--- src/rtl/mouse_pkt_pkg.sv ---
// Package: shared sizes and the saturating byte helper for the mouse encoder.
// Assumes deltas no wider than 31 bits.
package mouse_pkt_pkg;
    localparam int PKT_LEN    = 5;
    localparam int BYTE_W     = 8;
    localparam logic [7:0] MARK_BASE = 8'h87;

    // Clamp a signed 32-bit value to -127..+127 and return it as a byte.
    function automatic logic [7:0] sat_byte(input logic signed [31:0] v);
        if (v > 32'sd127)       return 8'h7f;
        else if (v < -32'sd127) return 8'h81;
        else                    return v[7:0];
    endfunction
endpackage

--- src/rtl/mouse_pkt_fmt.sv ---
// Module: builds the five packet bytes from one event, purely combinational.
// Assumes dx/dy are DW-bit two's complement; output byte k sits at bits [8k+7:8k].
module mouse_pkt_fmt
    import mouse_pkt_pkg::*;
#(
    parameter int DW = 16
) (
    input  logic [DW-1:0]             dx,
    input  logic [DW-1:0]             dy,
    input  logic [2:0]                btn,
    output logic [PKT_LEN*BYTE_W-1:0] pkt
);
    logic signed [31:0] dx_ext;
    logic signed [31:0] dy_neg;

    // Widen before negation so the most negative input cannot wrap.
    always_comb begin
        dx_ext = 32'(signed'(dx));
        dy_neg = -32'(signed'(dy));
        pkt    = '0;
        pkt[7:0]   = MARK_BASE ^ {5'b0, btn};
        pkt[15:8]  = sat_byte(dx_ext);
        pkt[23:16] = sat_byte(dy_neg);
    end
endmodule

--- src/rtl/mouse_pkt_seq.sv ---
// Module: latches an accepted packet and pushes its bytes out one per clock.
// Assumes the downstream queue takes (or drops) a byte on every push.
module mouse_pkt_seq
    import mouse_pkt_pkg::*;
(
    input  logic                      clk,
    input  logic                      rst_n,
    input  logic                      ev_valid,
    output logic                      ev_ready,
    input  logic [PKT_LEN*BYTE_W-1:0] pkt_in,
    output logic                      push,
    output logic [BYTE_W-1:0]         push_data
);
    localparam int IW = $clog2(PKT_LEN);

    logic                      busy;
    logic [IW-1:0]             idx;
    logic [PKT_LEN*BYTE_W-1:0] shreg;
    logic                      accept;

    assign ev_ready  = !busy;
    assign accept    = ev_valid && !busy;
    assign push      = busy;
    assign push_data = shreg[BYTE_W-1:0];

    // Load on accept, then shift one byte out per cycle until the last one.
    always_ff @(posedge clk) begin
        if (!rst_n) begin
            busy  <= 1'b0;
            idx   <= '0;
            shreg <= '0;
        end else if (accept) begin
            busy  <= 1'b1;
            idx   <= '0;
            shreg <= pkt_in;
        end else if (busy) begin
            shreg <= shreg >> BYTE_W;
            if (idx == IW'(PKT_LEN-1)) begin
                busy <= 1'b0;
                idx  <= '0;
            end else begin
                idx <= idx + 1'b1;
            end
        end
    end

    a_r7_accept_blocks: assert property (@(posedge clk) disable iff (!rst_n)
        (ev_valid && ev_ready) |=> !ev_ready);
    a_r6_first_push: assert property (@(posedge clk) disable iff (!rst_n)
        (ev_valid && ev_ready) |=> push);
    a_r3_x_never_m128: assert property (@(posedge clk) disable iff (!rst_n)
        (push && idx == IW'(1)) |-> push_data != 8'h80);
    a_r4_y_never_m128: assert property (@(posedge clk) disable iff (!rst_n)
        (push && idx == IW'(2)) |-> push_data != 8'h80);
    a_r5_tail_zero: assert property (@(posedge clk) disable iff (!rst_n)
        (push && idx >= IW'(3)) |-> push_data == 8'h00);
endmodule

--- src/rtl/mouse_byte_q.sv ---
// Module: circular byte queue with registered read data; full pushes are dropped.
// Assumes DEPTH is a power of two; an empty read returns zero.
module mouse_byte_q #(
    parameter int DEPTH = 256,
    parameter int W     = 8
) (
    input  logic         clk,
    input  logic         rst_n,
    input  logic         push,
    input  logic [W-1:0] push_data,
    input  logic         pop,
    output logic [W-1:0] pop_data,
    output logic         avail
);
    localparam int AW = $clog2(DEPTH);
    localparam int CW = AW + 1;

    logic [W-1:0]  mem [DEPTH];
    logic [AW-1:0] wptr, rptr;
    logic [CW-1:0] count;
    logic          do_wr, do_rd;

    assign do_wr = push && (count < CW'(DEPTH));
    assign do_rd = pop && (count != '0);
    assign avail = (count != '0);

    // Storage write; no reset needed on the array.
    always_ff @(posedge clk) begin
        if (do_wr) mem[wptr] <= push_data;
    end

    // Pointers, occupancy and registered read data.
    always_ff @(posedge clk) begin
        if (!rst_n) begin
            wptr     <= '0;
            rptr     <= '0;
            count    <= '0;
            pop_data <= '0;
        end else begin
            if (do_wr) wptr <= wptr + 1'b1;
            if (do_rd) rptr <= rptr + 1'b1;
            count <= count + CW'(do_wr) - CW'(do_rd);
            if (pop) pop_data <= do_rd ? mem[rptr] : '0;
        end
    end

    a_r8_no_overflow: assert property (@(posedge clk) disable iff (!rst_n)
        (count == CW'(DEPTH) && push && !pop) |=> count == CW'(DEPTH));
    a_r9_empty_read_zero: assert property (@(posedge clk) disable iff (!rst_n)
        (pop && count == '0) |=> pop_data == '0);
    a_r10_avail_kept: assert property (@(posedge clk) disable iff (!rst_n)
        (pop && count > CW'(1)) |=> avail);
endmodule

--- src/rtl/mouse_pkt_enc.sv ---
// Module: top of the serial mouse packet encoder: formatter, byte sequencer, queue.
// Assumes a single clock domain and a synchronous active-low reset.
module mouse_pkt_enc
    import mouse_pkt_pkg::*;
#(
    parameter int DW    = 16,
    parameter int DEPTH = 256
) (
    input  logic          clk,
    input  logic          rst_n,
    input  logic          ev_valid,
    output logic          ev_ready,
    input  logic [DW-1:0] ev_dx,
    input  logic [DW-1:0] ev_dy,
    input  logic [2:0]    ev_btn,
    input  logic          rd_en,
    output logic [7:0]    rd_data,
    output logic          rd_avail
);
    logic [PKT_LEN*BYTE_W-1:0] pkt;
    logic                      push;
    logic [BYTE_W-1:0]         push_data;

    mouse_pkt_fmt #(.DW(DW)) fmt_i (
        .dx(ev_dx), .dy(ev_dy), .btn(ev_btn), .pkt(pkt)
    );

    mouse_pkt_seq seq_i (
        .clk(clk), .rst_n(rst_n), .ev_valid(ev_valid), .ev_ready(ev_ready),
        .pkt_in(pkt), .push(push), .push_data(push_data)
    );

    mouse_byte_q #(.DEPTH(DEPTH), .W(BYTE_W)) q_i (
        .clk(clk), .rst_n(rst_n), .push(push), .push_data(push_data),
        .pop(rd_en), .pop_data(rd_data), .avail(rd_avail)
    );
endmodule

--- config.mk ---
export PLATFORM = sky130hd
export DESIGN_NAME = mouse_pkt_enc
export DESIGN_NICKNAME = d
export VERILOG_FILES = /design/src/rtl/mouse_pkt_pkg.sv /design/src/rtl/mouse_pkt_fmt.sv /design/src/rtl/mouse_pkt_seq.sv /design/src/rtl/mouse_byte_q.sv /design/src/rtl/mouse_pkt_enc.sv
export SDC_FILE = /design/constraint.sdc
export NUM_CORES = 2
export LEC_CHECK = 0
export ABC_CLOCK_PERIOD_IN_PS = 7900
export CORE_MARGIN = 4
export CORE_UTILIZATION = 40
export DETAILED_ROUTE_END_ITERATION = 10
export HOLD_SLACK_MARGIN = 0.08
export PLACE_DENSITY = 0.53
export SLEW_MARGIN = 15
export SYNTH_ARGS = -nofsm -noshare
export SYNTH_HDL_FRONTEND = slang
export SYNTH_HIERARCHICAL = 1
export SYNTH_SLANG_ARGS = --single-unit
--- constraint.sdc ---
create_clock -name clk -period 7.9 [get_ports clk]
set_input_delay 1.185 -clock clk [delete_from_list [all_inputs] [get_ports clk]]
set_output_delay 1.185 -clock clk [all_outputs]
set_load 0.05 [all_outputs]
==> summary.md <==
| Metric | Value |
|---|---|
| Core ar. | `approximately 0.21 mm²` |
| Vias per inst | `5.863` |
| First-pass DRT Iterations | `5` |
| Mapped Area | `0.08526 mm²` |
| DP HPWL | `roughly 150000 µm` |
| GPL Wtd Cong | `0.8443` |
| Max Cap Viol | `0` |
| Post-route cell area | `between 0.09 and 0.1 mm²` |
| Post-synth ARST share | `0` |
| Synth area leader | `edfxtp_1` |
| Outcome | `finished clean` |
| Worst Hold Launch | `seq_i/shreg[38]` |
| Critical Path Start Type | `flip-flop` |
| Starting Density | `0.4020` |
| Die Span Y | `approximately 470 µm` |
| Hold endpoint | `seq_i/shreg[38]` |
| Vias | `around 44000` |
| Multi-input gate area | `between 0.015 and 0.02 mm²` |
| Skew-Pair Late Insertion Delay | `860 ps` |
| Area Overhead vs Synth | `11.69%` |
| Area after DPL | `a little under 0.09 mm²` |
| Post-route setup slack | `between 3000 and 4000 ps` |
| Post-DRT Antenna Nets | `0` |
| Crit-path cells | `buf_12 > mux4_2 > mux2_2 > o21ai_0 > nand2_1 > a311oi_1 > o41ai_1` |
| Setup bufs post-CTS | `0` |
| DRC errors left | `0` |
| Aggregate global routing overflow | `0` |
| Slew @ Worst Pin | `1219 ps` |
| Final setup violation count | `0` |
| First-pass GRT wire length | `~340000 µm` |
| Seq. cell area | `approximately 0.063 mm²` |
| I/O pins | `slightly below 50` |
| Crit Path Class | `flip-flop to flip-flop` |
| Mapped Avg Cell Area | `19.42 µm²` |
| Final hold vios | `0` |
| Fmax | `~230 MHz` |
| Critical Path RT | `roughly 8600 ps` |
| Hold Path Class | `flip-flop to flip-flop` |
| R2r setup slk | `roughly 3600 ps` |
| Worst EP arrival | `a little over 5000 ps` |
| Reg-to-reg critical path endpoint | `q_i/pop_data[2]` |
| Synth top area cells | `edfxtp_1 (72%), mux4_2 (10%), mux2i_1 (2.3%)` |
| Iter 0 DRT Violations | `around 5400` |
| EDFF count, synth | `between 2000 and 2500` |
| Unrepaired setup endpoints after global routing | `false` |
| Die ar. | `0.2206 mm²` |
| Max rail drop VDD | `around 0.00023 V` |
| Crit. End Element | `flip-flop` |
| Post-layout minimum cycle time | `~4300 ps` |
| Largest net degree at the start of global routing | `177` |
| DRT Wirelength | `approximately 240000 µm` |
| Clock root buffer | `clkbuf_16` |
| Initial antenna violation count | `8` |
| Critical Path Max Stage Delay | `roughly 860 ps` |
| Ys Warns | `6` |
| Cts repair resizes | `0` |
| CTS sink cnt | `2133` |
| Max FO, Critical Path | `97` |
| Yosys top cell area share | `0.7213` |
| # hold bufs at CTS | `0` |
| CP top delay family | `compound AO/OA/AOI/OAI gates` |
| P_leak | `29.44 nW` |
| Clk buf depth | `3` |
| Vias in the first global route | `between 40000 and 50000` |
| Yosys cell types | `95` |
| Min Hold Slack | `492.7 ps` |
| PD cells | `277.3 mW/mm²` |
| Slew Limit Fails | `0` |
| Clock slew at reported path FFs | `60 ps` |
| CP Buf/Inv Count | `1` |
| Total global-route track usage | `0.2183` |
| Worst slew margin | `0.1822` |
| Buffers on Ports | `48` |
| TritonCTS clock tree | `built` |
| Final nets | `between 4000 and 5000` |
| H-tree levels | `4` |
| FF+latch count, synth | `around 2100` |
| Num rows | `around 170` |
| Clock buffer count from CTS | `220` |
| Worst R2R Path Depth | `7` |
| Register area share after synthesis | `0.7412` |
| CP max-delay cell | `a311oi_1` |
| Util after Layout | `0.4490` |
| Mean routed wirelength per cell | `roughly 33 µm` |
| Fill cells | `about 18000` |
| Fraction of layout cells with a size suffix above 1 | `0.1854` |
| Hold Path Stages | `2` |
| Top_reg_cell synth | `edfxtp_1` |
| Post-route clock period utilization | `0.5490` |
| Cells after Synth | `approximately 4400` |
| Worst Clk Skew | `around 35 ps` |
| Worst slack, placed | `around 3600 ps` |
| Die X | `about 470 µm` |
| Setup TNS | `0 ps` |
[routing by layer]
metal	track usage	wire, µm
met1	0.3132	103400
met2	0.3383	114000
met3	0.04199	18590
met4	0.06978	8074
met5	0	13
[final cells by class]
class | instances | area share
flip-flops and latches | 2133 | 0.6642
multi-input cells | 1948 | 0.2071
clock buffers | 268 | 0.06026
well taps | 2821 | 0.03707
clock inverters | 140 | 0.01531
repair buffers | 143 | 0.01472
inverters | 33 | 0.001314
diodes | 2 | 0.00005256
[logic make-up (layout without fill, tap and decap cells)]
group                      after synthesis  after routing  synth area share
and+or+nand+nor                        761            761           0.04030
AOI/OAI and AO/OA                      457            457           0.03550
xor gates and xnor gates                24             24          0.002465
other                                    2             23        0.00008808
muxes                                  662            662            0.1478
adders and majority gates               23             23          0.003463
DFF                                   2133           2133            0.7412
buffers and inverters                  329            584           0.02914
[layout by cell type, fill, tap and decap left out, types with 71 or more instances in the layout]
master and count:
nor2_1 347, clkbuf_16 222, edfxtp_1 2048, nand2_1 167, dfxtp_1 72, mux4_2 384
mux2i_1 194, buf_4 78, o22ai_1 80, a21oi_1 100, mux4_1 71
[flip-flops by register name (all words and copies together), names as in the netlist, named ones only]
signal and cells:
q_i/mem 2048, q_i/pop_data 8, q_i/wptr 8, seq_i/push 1
seq_i/idx 3, q_i/count 9, seq_i/shreg 40, q_i/rptr 8
[synthesized netlist by cell type, drive strengths merged, types with 32 or more instances]
cell type  count
buf          195
dfxtp         85
o21ai         76
mux4         455
nand2        167
mux2i        194
a22oi         34
o22ai         81
nand3         49
a21oi        100
clkbuf       101
nor2         350
inv           32
edfxtp      2048
nor3          51
[how the worst max path moves through the flow]
stage	cells past startpoint	endpoint	start	slack, ps
floorplan	17	q_i/count[8]	q_i/count[7]	4360
global placement	13	seq_i/shreg[22]	ev_dy[2]	3480
detailed placement	13	seq_i/shreg[22]	ev_dy[2]	3590
CTS	7	q_i/pop_data[2]	flip-flop	3580
global route	9	q_i/pop_data[0]	flip-flop	3420
finish	7	q_i/pop_data[2]	flip-flop	3560
[worst reg2reg max path, stage by stage (launching register included)]
cell	delay, ps
dfxtp_4	680
buf_12	600
mux4_2	640
mux2_2	280
o21ai_0	690
nand2_1	320
a311oi_1	860
o41ai_1	110
[power by group]
group | switching [mW] | internal, mW
registers | 0.173 | 12.6
clock network | 4.40 | 5.93
logic | 1.96 | 1.37
[through the flow]
step           total power [mW]  cells
6_report                  26.40   7488
5_1_grt                   27.32   7486
4_1_cts                   26.67   7485
3_5_place_dp              16.35   7077
3_3_place_gp              16.34   7077
2_1_floorplan             15.38   4410
(Power assumes the default switching activity.)
